===== config.mk =====
export PLATFORM = sky130hd
export DESIGN_NAME = vcap_crop_top
export DESIGN_NICKNAME = d
export VERILOG_FILES = /design/src/rtl/vcap_pkg.sv /design/src/rtl/vcap_sync_detect.sv /design/src/rtl/vcap_pos_count.sv /design/src/rtl/vcap_crop_out.sv /design/src/rtl/vcap_crop_top.sv
export SDC_FILE = /design/constraint.sdc
export NUM_CORES = 1
export LEC_CHECK = 0
export ABC_AREA = 1
export BUFFER_PORTS_ARGS = -buffer_cell sky130_fd_sc_hd__buf_2
export CORE_ASPECT_RATIO = 0.7
export CORE_MARGIN = 2
export CORE_UTILIZATION = 53
export CTS_CLUSTER_DIAMETER = 60
export CTS_CLUSTER_SIZE = 10
export DETAILED_ROUTE_END_ITERATION = 8
export PLACE_DENSITY = 0.76
export SLEW_MARGIN = 20
export SYNTH_ARGS = -nofsm -noshare
export SYNTH_HDL_FRONTEND = slang
export SYNTH_SLANG_ARGS = --single-unit

===== constraint.sdc =====
create_clock -name clk -period 3.3 [get_ports clk]
set_input_delay 0.66 -clock clk [delete_from_list [all_inputs] [get_ports clk]]
set_output_delay 0.66 -clock clk [all_outputs]
set_load 0.05 [all_outputs]

===== src/rtl/vcap_pkg.sv =====
package vcap_pkg;
  // Position tracker state: no frame yet, frame accepted but no line, inside lines
  typedef enum logic [1:0] {
    LN_IDLE    = 2'd0,
    LN_PENDING = 2'd1,
    LN_ACTIVE  = 2'd2
  } line_st_e;
endpackage


===== src/rtl/vcap_sync_detect.sv =====
// Input register, polarity correction, edge detection and vertical sync qualification.
module vcap_sync_detect #(
  parameter int DW  = 16,
  parameter int VLW = 4,
  parameter int VCW = 16
) (
  input  logic           clk,
  input  logic           rst,
  input  logic [DW-1:0]  data_i,
  input  logic           hsync_i,
  input  logic           vsync_i,
  input  logic           de_i,
  input  logic           hs_inv_i,
  input  logic           vs_inv_i,
  input  logic [VLW-1:0] min_lines_i,
  input  logic [VCW-1:0] min_clks_i,
  output logic [DW-1:0]  s_data_o,
  output logic           s_de_o,
  output logic           hs_rise_o,
  output logic           frame_start_o
);
  localparam logic [VLW:0] LONE = (VLW+1)'(1);
  localparam logic [VCW:0] CONE = (VCW+1)'(1);

  logic           s_hs, s_vs, hs_q, vs_taken;
  logic [VLW-1:0] vs_lines;
  logic [VCW-1:0] vs_clks;
  logic           line_hit, clk_hit;

  always_comb begin
    hs_rise_o     = s_hs & ~hs_q;
    line_hit      = hs_rise_o && (({1'b0, vs_lines} + LONE) >= {1'b0, min_lines_i});
    clk_hit       = (min_clks_i != '0) && (({1'b0, vs_clks} + CONE) >= {1'b0, min_clks_i});
    frame_start_o = s_vs & ~vs_taken & (line_hit | clk_hit);
  end

  always_ff @(posedge clk) begin
    if (rst) begin
      s_hs     <= 1'b0;
      s_vs     <= 1'b0;
      s_de_o   <= 1'b0;
      s_data_o <= '0;
      hs_q     <= 1'b0;
      vs_lines <= '0;
      vs_clks  <= '0;
      vs_taken <= 1'b0;
    end else begin
      s_hs     <= hsync_i ^ hs_inv_i;
      s_vs     <= vsync_i ^ vs_inv_i;
      s_de_o   <= de_i;
      s_data_o <= data_i;
      hs_q     <= s_hs;
      if (!s_vs) begin
        vs_lines <= '0;
        vs_clks  <= '0;
        vs_taken <= 1'b0;
      end else begin
        if (hs_rise_o && (vs_lines != '1)) vs_lines <= vs_lines + VLW'(1);
        if (vs_clks != '1)                 vs_clks  <= vs_clks + VCW'(1);
        if (frame_start_o)                 vs_taken <= 1'b1;
      end
    end
  end
endmodule


===== src/rtl/vcap_pos_count.sv =====
// Column/row tracking; tags each qualified sample with its position.
module vcap_pos_count
  import vcap_pkg::*;
#(
  parameter int DW = 16,
  parameter int XW = 12,
  parameter int YW = 11
) (
  input  logic          clk,
  input  logic          rst,
  input  logic [DW-1:0] s_data_i,
  input  logic          s_de_i,
  input  logic          hs_rise_i,
  input  logic          frame_start_i,
  input  logic          de_en_i,
  output logic          p_valid_o,
  output logic          p_fs_o,
  output logic [XW-1:0] p_x_o,
  output logic [YW-1:0] p_y_o,
  output logic [DW-1:0] p_data_o
);
  line_st_e      st;
  logic [XW-1:0] x_cnt, x_cur;
  logic [YW-1:0] y_cnt, y_cur;
  logic          qual, in_line;

  always_comb begin
    qual  = de_en_i ? s_de_i : 1'b1;
    x_cur = hs_rise_i ? '0 : x_cnt;
    y_cur = y_cnt;
    if (hs_rise_i) begin
      if (st == LN_PENDING)   y_cur = '0;
      else if (y_cnt != '1)   y_cur = y_cnt + YW'(1);
    end
    if (frame_start_i)  in_line = 1'b0;
    else if (hs_rise_i) in_line = (st != LN_IDLE);
    else                in_line = (st == LN_ACTIVE);
  end

  always_ff @(posedge clk) begin
    if (rst) begin
      st        <= LN_IDLE;
      x_cnt     <= '0;
      y_cnt     <= '0;
      p_valid_o <= 1'b0;
      p_fs_o    <= 1'b0;
      p_x_o     <= '0;
      p_y_o     <= '0;
      p_data_o  <= '0;
    end else begin
      if (frame_start_i) begin
        st    <= LN_PENDING;
        y_cnt <= '0;
      end else if (hs_rise_i && (st != LN_IDLE)) begin
        st    <= LN_ACTIVE;
        y_cnt <= y_cur;
      end
      if (qual && (x_cur != '1)) x_cnt <= x_cur + XW'(1);
      else                       x_cnt <= x_cur;
      p_valid_o <= in_line & qual;
      p_fs_o    <= frame_start_i;
      p_x_o     <= x_cur;
      p_y_o     <= y_cur;
      p_data_o  <= s_data_i;
    end
  end
endmodule


===== src/rtl/vcap_crop_out.sv =====
// Window latch, window test and the output hold register with drop detection.
module vcap_crop_out #(
  parameter int DW = 16,
  parameter int XW = 12,
  parameter int YW = 11
) (
  input  logic          clk,
  input  logic          rst,
  input  logic          p_valid_i,
  input  logic          p_fs_i,
  input  logic [XW-1:0] p_x_i,
  input  logic [YW-1:0] p_y_i,
  input  logic [DW-1:0] p_data_i,
  input  logic [XW-1:0] cfg_x0_i,
  input  logic [XW-1:0] cfg_w_i,
  input  logic [YW-1:0] cfg_y0_i,
  input  logic [YW-1:0] cfg_h_i,
  input  logic          m_ready_i,
  output logic          m_valid_o,
  output logic [DW-1:0] m_data_o,
  output logic          m_sof_o,
  output logic          m_eol_o,
  output logic          ovf_o
);
  localparam logic [XW:0] XONE = (XW+1)'(1);

  logic [XW-1:0] win_x0, win_w;
  logic [YW-1:0] win_y0, win_h;
  logic          win_ok;
  logic [XW:0]   x_end;
  logic [YW:0]   y_end;
  logic          in_x, in_y, hit, is_sof, is_eol, can_load;

  always_comb begin
    x_end    = {1'b0, win_x0} + {1'b0, win_w};
    y_end    = {1'b0, win_y0} + {1'b0, win_h};
    in_x     = (p_x_i >= win_x0) && ({1'b0, p_x_i} < x_end);
    in_y     = (p_y_i >= win_y0) && ({1'b0, p_y_i} < y_end);
    hit      = p_valid_i & win_ok & in_x & in_y;
    is_sof   = (p_x_i == win_x0) && (p_y_i == win_y0);
    is_eol   = ({1'b0, p_x_i} == (x_end - XONE));
    can_load = ~m_valid_o | m_ready_i;
  end

  always_ff @(posedge clk) begin
    if (rst) begin
      win_x0 <= '0;
      win_w  <= '0;
      win_y0 <= '0;
      win_h  <= '0;
      win_ok <= 1'b0;
    end else if (p_fs_i) begin
      win_x0 <= cfg_x0_i;
      win_w  <= cfg_w_i;
      win_y0 <= cfg_y0_i;
      win_h  <= cfg_h_i;
      win_ok <= 1'b1;
    end
  end

  always_ff @(posedge clk) begin
    if (rst) begin
      m_valid_o <= 1'b0;
      m_data_o  <= '0;
      m_sof_o   <= 1'b0;
      m_eol_o   <= 1'b0;
      ovf_o     <= 1'b0;
    end else begin
      if (hit && can_load) begin
        m_valid_o <= 1'b1;
        m_data_o  <= p_data_i;
        m_sof_o   <= is_sof;
        m_eol_o   <= is_eol;
      end else if (m_ready_i) begin
        m_valid_o <= 1'b0;
        m_sof_o   <= 1'b0;
        m_eol_o   <= 1'b0;
      end
      if (hit && !can_load) ovf_o <= 1'b1;
    end
  end
endmodule


===== src/rtl/vcap_crop_top.sv =====
module vcap_crop_top #(
  parameter int DW  = 16,
  parameter int XW  = 12,
  parameter int YW  = 11,
  parameter int VLW = 4,
  parameter int VCW = 16
) (
  input  logic           clk,
  input  logic           rst,
  input  logic [DW-1:0]  pix_data_i,
  input  logic           hsync_i,
  input  logic           vsync_i,
  input  logic           de_i,
  input  logic           cfg_hs_inv_i,
  input  logic           cfg_vs_inv_i,
  input  logic           cfg_de_en_i,
  input  logic [XW-1:0]  cfg_crop_x0_i,
  input  logic [XW-1:0]  cfg_crop_w_i,
  input  logic [YW-1:0]  cfg_crop_y0_i,
  input  logic [YW-1:0]  cfg_crop_h_i,
  input  logic [VLW-1:0] cfg_vs_min_lines_i,
  input  logic [VCW-1:0] cfg_vs_min_clks_i,
  input  logic           m_ready_i,
  output logic           m_valid_o,
  output logic [DW-1:0]  m_data_o,
  output logic           m_sof_o,
  output logic           m_eol_o,
  output logic           ovf_o
);
  logic [DW-1:0] s_data, p_data;
  logic          s_de, hs_rise, frame_start;
  logic          p_valid, p_fs;
  logic [XW-1:0] p_x;
  logic [YW-1:0] p_y;

  vcap_sync_detect #(.DW(DW), .VLW(VLW), .VCW(VCW)) sync_i (
    .clk(clk), .rst(rst), .data_i(pix_data_i), .hsync_i(hsync_i), .vsync_i(vsync_i),
    .de_i(de_i), .hs_inv_i(cfg_hs_inv_i), .vs_inv_i(cfg_vs_inv_i),
    .min_lines_i(cfg_vs_min_lines_i), .min_clks_i(cfg_vs_min_clks_i),
    .s_data_o(s_data), .s_de_o(s_de), .hs_rise_o(hs_rise), .frame_start_o(frame_start)
  );

  vcap_pos_count #(.DW(DW), .XW(XW), .YW(YW)) pos_i (
    .clk(clk), .rst(rst), .s_data_i(s_data), .s_de_i(s_de), .hs_rise_i(hs_rise),
    .frame_start_i(frame_start), .de_en_i(cfg_de_en_i),
    .p_valid_o(p_valid), .p_fs_o(p_fs), .p_x_o(p_x), .p_y_o(p_y), .p_data_o(p_data)
  );

  vcap_crop_out #(.DW(DW), .XW(XW), .YW(YW)) crop_i (
    .clk(clk), .rst(rst), .p_valid_i(p_valid), .p_fs_i(p_fs), .p_x_i(p_x), .p_y_i(p_y),
    .p_data_i(p_data), .cfg_x0_i(cfg_crop_x0_i), .cfg_w_i(cfg_crop_w_i),
    .cfg_y0_i(cfg_crop_y0_i), .cfg_h_i(cfg_crop_h_i), .m_ready_i(m_ready_i),
    .m_valid_o(m_valid_o), .m_data_o(m_data_o), .m_sof_o(m_sof_o), .m_eol_o(m_eol_o),
    .ovf_o(ovf_o)
  );
endmodule


### After elaboration in Yosys (flattened, before gate mapping)

Index checks and enable logic that the tools add are counted.

* multiplexer cells: 14
* equality and inequality tests: 9
* bitwise operators: 15
* add/sub/neg operators: 9
* div/mod/pow operators: 0
* $lt $le $gt $ge: 6
* multipliers: 0
* shift-type cells: 0
* reductions and logical operators: 17

Operator list (number)
* 2-to-1 mux 11 bit: 3
* 2-to-1 mux 12 bit: 2
* adder 16 x 1 -> 17 bit (second input constant): 1
* >= comparator 17 x 16 -> 1 bit: 1
* adder 16 x 1 -> 16 bit (second input constant): 1
* != test 16 bit (second input constant): 1
* nonzero test 16 bit: 1
* adder 12 x 12 -> 13 bit: 1
* equality test 12 x 13 -> 1 bit: 1
* < comparator 12 x 13 -> 1 bit: 1
* subtractor 13 x 1 -> 13 bit (second input constant): 1
* adder 11 x 11 -> 12 bit: 1
* adder 12 x 1 -> 12 bit (second input constant): 1
* equality test 12 bit: 1
* >= comparator 12 bit: 1
* < comparator 11 x 12 -> 1 bit: 1
* != test 12 bit (second input constant): 1
* adder 11 x 1 -> 11 bit (second input constant): 1
* equality test 11 bit: 1
* >= comparator 11 bit: 1
* != test 11 bit (second input constant): 1
* logical AND 1 bit: 10
* 2-to-1 mux 1 bit: 9
* AND 1 bit: 7
* other kinds (12): 20

* input port bits: 91
* memory bits (read-only): 0
* bits in registers: 174
* memory bits (writable): 0
* latch bits: 0
* logic and storage cells: 97
* memories: 0
* output and inout port bits: 20

### Depth between registers and ports, before layout

* word-level depth: 7
* gate-level depth with buffers: 24
* mapped depth without buffers: 23

### By module

Synthesis repeated with hierarchy kept, for this count alone.

* cell total of the unflattened synthesis: 1433
* area total of the unflattened synthesis: 10129.7 µm²

Modules (own cells, without submodules)
* vcap_crop_out: area an instance 4981.0 µm², times used 1, sequential area each 1341.3 µm², cells an instance 732
* vcap_pos_count: area an instance 2836.5 µm², times used 1, sequential area each 1321.3 µm², cells an instance 378
* vcap_sync_detect: area an instance 2312.2 µm², times used 1, sequential area each 820.8 µm², cells an instance 323

### Worst setup path before layout

Ideal clock, no wire load.

* kind: flip-flop to flip-flop
* start: register crop_i.win_y0[0]
* end: register crop_i.m_data_o[12]
* clock period less this slack: 3.426 ns
* cell stages (with the launch flop): 23
* arrival time: 3.355 ns
* setup slack: -0.126 ns
* path buffers: 1
* library setup time: 0.070 ns
* required time: 3.230 ns
* cell sequence: dfxtp_1 > ha_1 > inv_1 > fa_1 > o21ai_0 > a21oi_1 > o21bai_1 > a21oi_1 > o21ai_0 > nand2_1 > nand2_1 > a21oi_1 > xor2_1 > ha_1 > inv_1 > nor3_1 > nand3_1 > nand3_1 > nor2_4 > nand3_2 > buf_2 > nand2_1 > a21oi_1

* longest elaborated chain between the ends: 5
* elaborated cells between the ends (all ways): 6
* those cells by class: add/sub: 1; order compare: 2; bitwise: 1; reduce/logical: 2

RTL lines
* start: declaration: line vcap_crop_out.sv:28 `logic [YW-1:0] win_y0, win_h;`
* start signal: assignment: line vcap_crop_out.sv:55 `win_y0 <= cfg_y0_i;`
* adder 11 x 11 -> 12 bit: line vcap_crop_out.sv:36 `y_end = {1'b0, win_y0} + {1'b0, win_h};`
* < comparator 11 x 12 -> 1 bit: line vcap_crop_out.sv:38 `in_y = (p_y_i >= win_y0) && ({1'b0, p_y_i} < y_end);`
* logical AND 1 bit *: line vcap_crop_out.sv:38
* AND 1 bit *: line vcap_crop_out.sv:39 `hit = p_valid_i & win_ok & in_x & in_y;`
* logical AND 1 bit *: line vcap_crop_out.sv:69 `if (hit && can_load) begin`
* end signal: assignment: line vcap_crop_out.sv:71 `m_data_o <= p_data_i;`
* end: declaration: line vcap_crop_out.sv:20 `output logic [DW-1:0] m_data_o,`

Mark *: on every way between the ends. The rest lies on a longest branch, timed or not.
A chain may end at the register's enable or synchronous reset.

### Worst setup path in the final report

* start: register crop_i.win_h[0]
* end: register crop_i.m_data_o[8]

* longest elaborated chain between the ends: 5

RTL lines
* start: declaration: line vcap_crop_out.sv:28
* start signal: assignment: line vcap_crop_out.sv:56 `win_h <= cfg_h_i;`
* adder 11 x 11 -> 12 bit: line vcap_crop_out.sv:36
* < comparator 11 x 12 -> 1 bit: line vcap_crop_out.sv:38
* logical AND 1 bit: line vcap_crop_out.sv:38
* AND 1 bit: line vcap_crop_out.sv:39
* logical AND 1 bit: line vcap_crop_out.sv:69

Every way passes these cells.

==> results.cfg <==
[timing]
clock_skew_ns = 0.0170
drv_slew = 0
period_share_pct = 106
setup_violations = 19
rsz0062_at_grt = yes
tightest_slew_ns = 0.803
slew_headroom_pct = 46.1
period_needed_ns = 3.51
worst_slack_ns = -0.206
hold_viol = 0
max_freq_ghz = 0.285

[global_route]
grt_pass1_vias = 7958
grt_max_degree = 78
grt_pass1_wl_um = 36600
antenna_found_initial = 0
grt_use_total_pct = 23.9
overflow = 0

[routing]
ant_nets = 0
drtIter0Drc = 512
viasPerCell = 5.08
highest_layer = met4
firstDrtPassIters = 7
route.met3.wl_um = 1250
finalWirelength_um = 22700
met2_wirelength_um = 9480
drc_errors = 0
wl_met1_um = 11700
avgRoutedWirePerCell_um = 13.1
num_vias = 8762

[yosys]
synth_ff_type = dfxtp_1
ys_ff_latch = 174
synth.avg_cell_area_um2 = 7.10
synth.distinct_cells = 42
yosysTopAreaCellShare_pct = 36.6
ys_async_sr_fraction_pct = 0
ys_seq_area_share_pct = 36.6
synth-edff-count = 0
synth_largest_area_cell = dfxtp_1
synth_area_leaders = dfxtp_1, ha_1, nand2_1, inv_1, nor2_1
yosysMostFrequentCell = nand2_1
postSynthCellCount = 1342
yosys-top-cells-count = nand2_1, inv_1, nor2_1, dfxtp_1, a21oi_1
synth_nets = 1524
yosysWarnings = 0
synth_area_um2 = 9530

[critical_path]
path_cells = ha_4, inv_2, fa_2, o21ai_2, a21oi_2, o21bai_1, a21oi_1, o21ai_1, buf_4, buf_4, buf_4, xor2_1, ha_1, nand2_1, nor3_1, nand3_1, nand3_1, nor2_4, nand2_4, nor2_4, nand2_1, a21oi_1
worst-path-buf-inv = 4
crit_family = simple AND/OR/NAND/NOR gates
critPathSlowestCell = dfxtp_2
arrival_ns = 3.87
crit_path_start = crop_i.win_h[0]$_SDFFE_PP0P_
r2r_start = crop_i.win_h[0]$_SDFFE_PP0P_
cp-end-kind = register
cp.required_ns = 3.67
crit_type = register to register
start_kind = register
critPathMaxStageDelay_ns = 0.35
path_max_fanout = 6
crit_top_cell = buf_4

[finish]
syn_to_final_growth_pct = 19.5
drive_above_1_share_pct = 16.5
diodes = 0
final_nets = 1663
stdcell_count = 1725
final_area_um2 = 11400

[clock_network]
clock_sinks = 174
cts_max_level = 4
cts_made_buffers = 17
cts_buffer_depth = 2
cts_tree = done
holdBufCountCts = 0
cts-root-buf = clkbuf_16
clkLatencyLatePin_ns = 0.44
path_clk_slew_ns = 0.08

[floorplanning]
fp-row-count = 40
io_pins = 111
chipWidth_um = 164
dieHeight_um = 116
fp.coreArea_um2 = 17400
die_area_um2 = 19100
initial_core_util_pct = 54.8

[outcome]
status = finished, violations left
violations = negative setup slack

[pwr]
power_density_nw_per_um2 = 395
p_leak_uw = 0.00557
power_uw = 4490
ir_worst_vdd_mv = 0.303

[placement]
gp_congestion = 0.903
dp.cells = 1671
io_buffer_count = 110
postPlaceCellArea_um2 = 10400
dp.final_hpwl_um = 16000

[worst_hold_path]
worstHoldStart = sync_i.s_data_o[12]$_SDFF_PP0_
hold_class = register to register

[job]
drv_cap = 0
-- worst paths after layout --
check,to,slack [ns],cells past startpoint
hold reg to reg,pos_i.p_data_o[12]$_SDFF_PP0_,0.40,2
setup / recovery,crop_i.m_data_o[8]$_SDFFE_PP0P_,-0.21,22
hold / removal,pos_i.p_data_o[12]$_SDFF_PP0_,0.40,2
setup reg to reg,crop_i.m_data_o[8]$_SDFFE_PP0P_,-0.21,22
-- worst min-delay path, cell delays in order, from the launching register on --
cell,delay (ns)
dfxtp_1,0.30
inv_1,0.04
nor2_1,0.03
-- kinds of logic after synthesis --
family                     count (synthesis)  synth area share [%]
AOI/OAI and AO/OA                        216                  12.1
xor gates and xnor gates                  36                  3.31
adders and majority gates                 91                  12.1
buffers and inverters                    249                  9.98
DFF                                      174                  36.6
and+or+nand+nor                          576                  25.9
-- layer usage --
metal | track usage (%) | up-vias
li1 | - | 4599
met1 | 34.7 | 3909
met2 | 36.3 | 230
met3 | 4.62 | 24
met4 | 6.61 | 0
met5 | 0 | -
-- area by class of cell --
type	count	area, µm²
Clock inverter	15	204
Sequential cell	174	3500
Clock buffer	17	425
Timing Repair Buffer	146	833
Tap cell	231	289
Fill cell	1497	5990
Multi-Input combinational cell	923	5310
Inverter	219	825
-- power breakdown --
group / switching (µW) / total [µW] / internal, µW
Sequential: 13.2 / 2140 / 2130
Combinational: 178 / 291 / 113
Clock: 1020 / 2060 / 1040
-- state kept, by name (all words and copies together) (netlist names), 12 cells and up --
name	flops
crop_i.m_data_o	16
pos_i.p_data_o	16
sync_i.s_data_o	16
sync_i.vs_clks	16
crop_i.win_w	12
crop_i.win_x0	12
pos_i.p_x_o	12
pos_i.x_cnt	12
-- layout by cell type, fill, tap and decap left out, types with 4 or more instances in the layout --
| cell type | n |
|---|---|
| a21oi_1 | 98 |
| a21oi_2 | 6 |
| a22oi_1 | 10 |
| buf_2 | 110 |
| buf_4 | 35 |
| clkbuf_16 | 17 |
| clkinv_8 | 7 |
| dfxtp_1 | 167 |
| dfxtp_2 | 5 |
| ha_1 | 86 |
| inv_1 | 211 |
| inv_2 | 5 |
| inv_8 | 5 |
| nand2_1 | 221 |
| nand2_2 | 16 |
| nand3_1 | 57 |
| nand3b_1 | 5 |
| nand4_1 | 23 |
| nor2_1 | 205 |
| nor2_2 | 6 |
| nor2_4 | 6 |
| nor3_1 | 16 |
| nor4_1 | 7 |
| o211ai_1 | 4 |
| o21ai_0 | 77 |
| o21bai_1 | 4 |
| xnor2_1 | 7 |
| xor2_1 | 28 |
-- what timing repair did --
item	in CTS	in global routing
cloned	3	1
gates resized for setup	12	42
setup endpoints to repair	19	35
buffers inserted	7	11
pin swaps	13	36
-- through the flow --
step	util [%]	hold slack, ns	setup WS, ns	TNS [ns]
after floorplan	-	0.388	0.0108	0
after global placement	59.8	0.390	-0.0376	-0.195
after detailed placement	59.8	0.392	-0.219	-3.62
after CTS	64.1	0.403	-0.0769	-0.959
after global routing	65.5	0.402	-0.431	-9.34
final	65.5	0.402	-0.206	-2.69
Power figures use the tool's default switching activity.
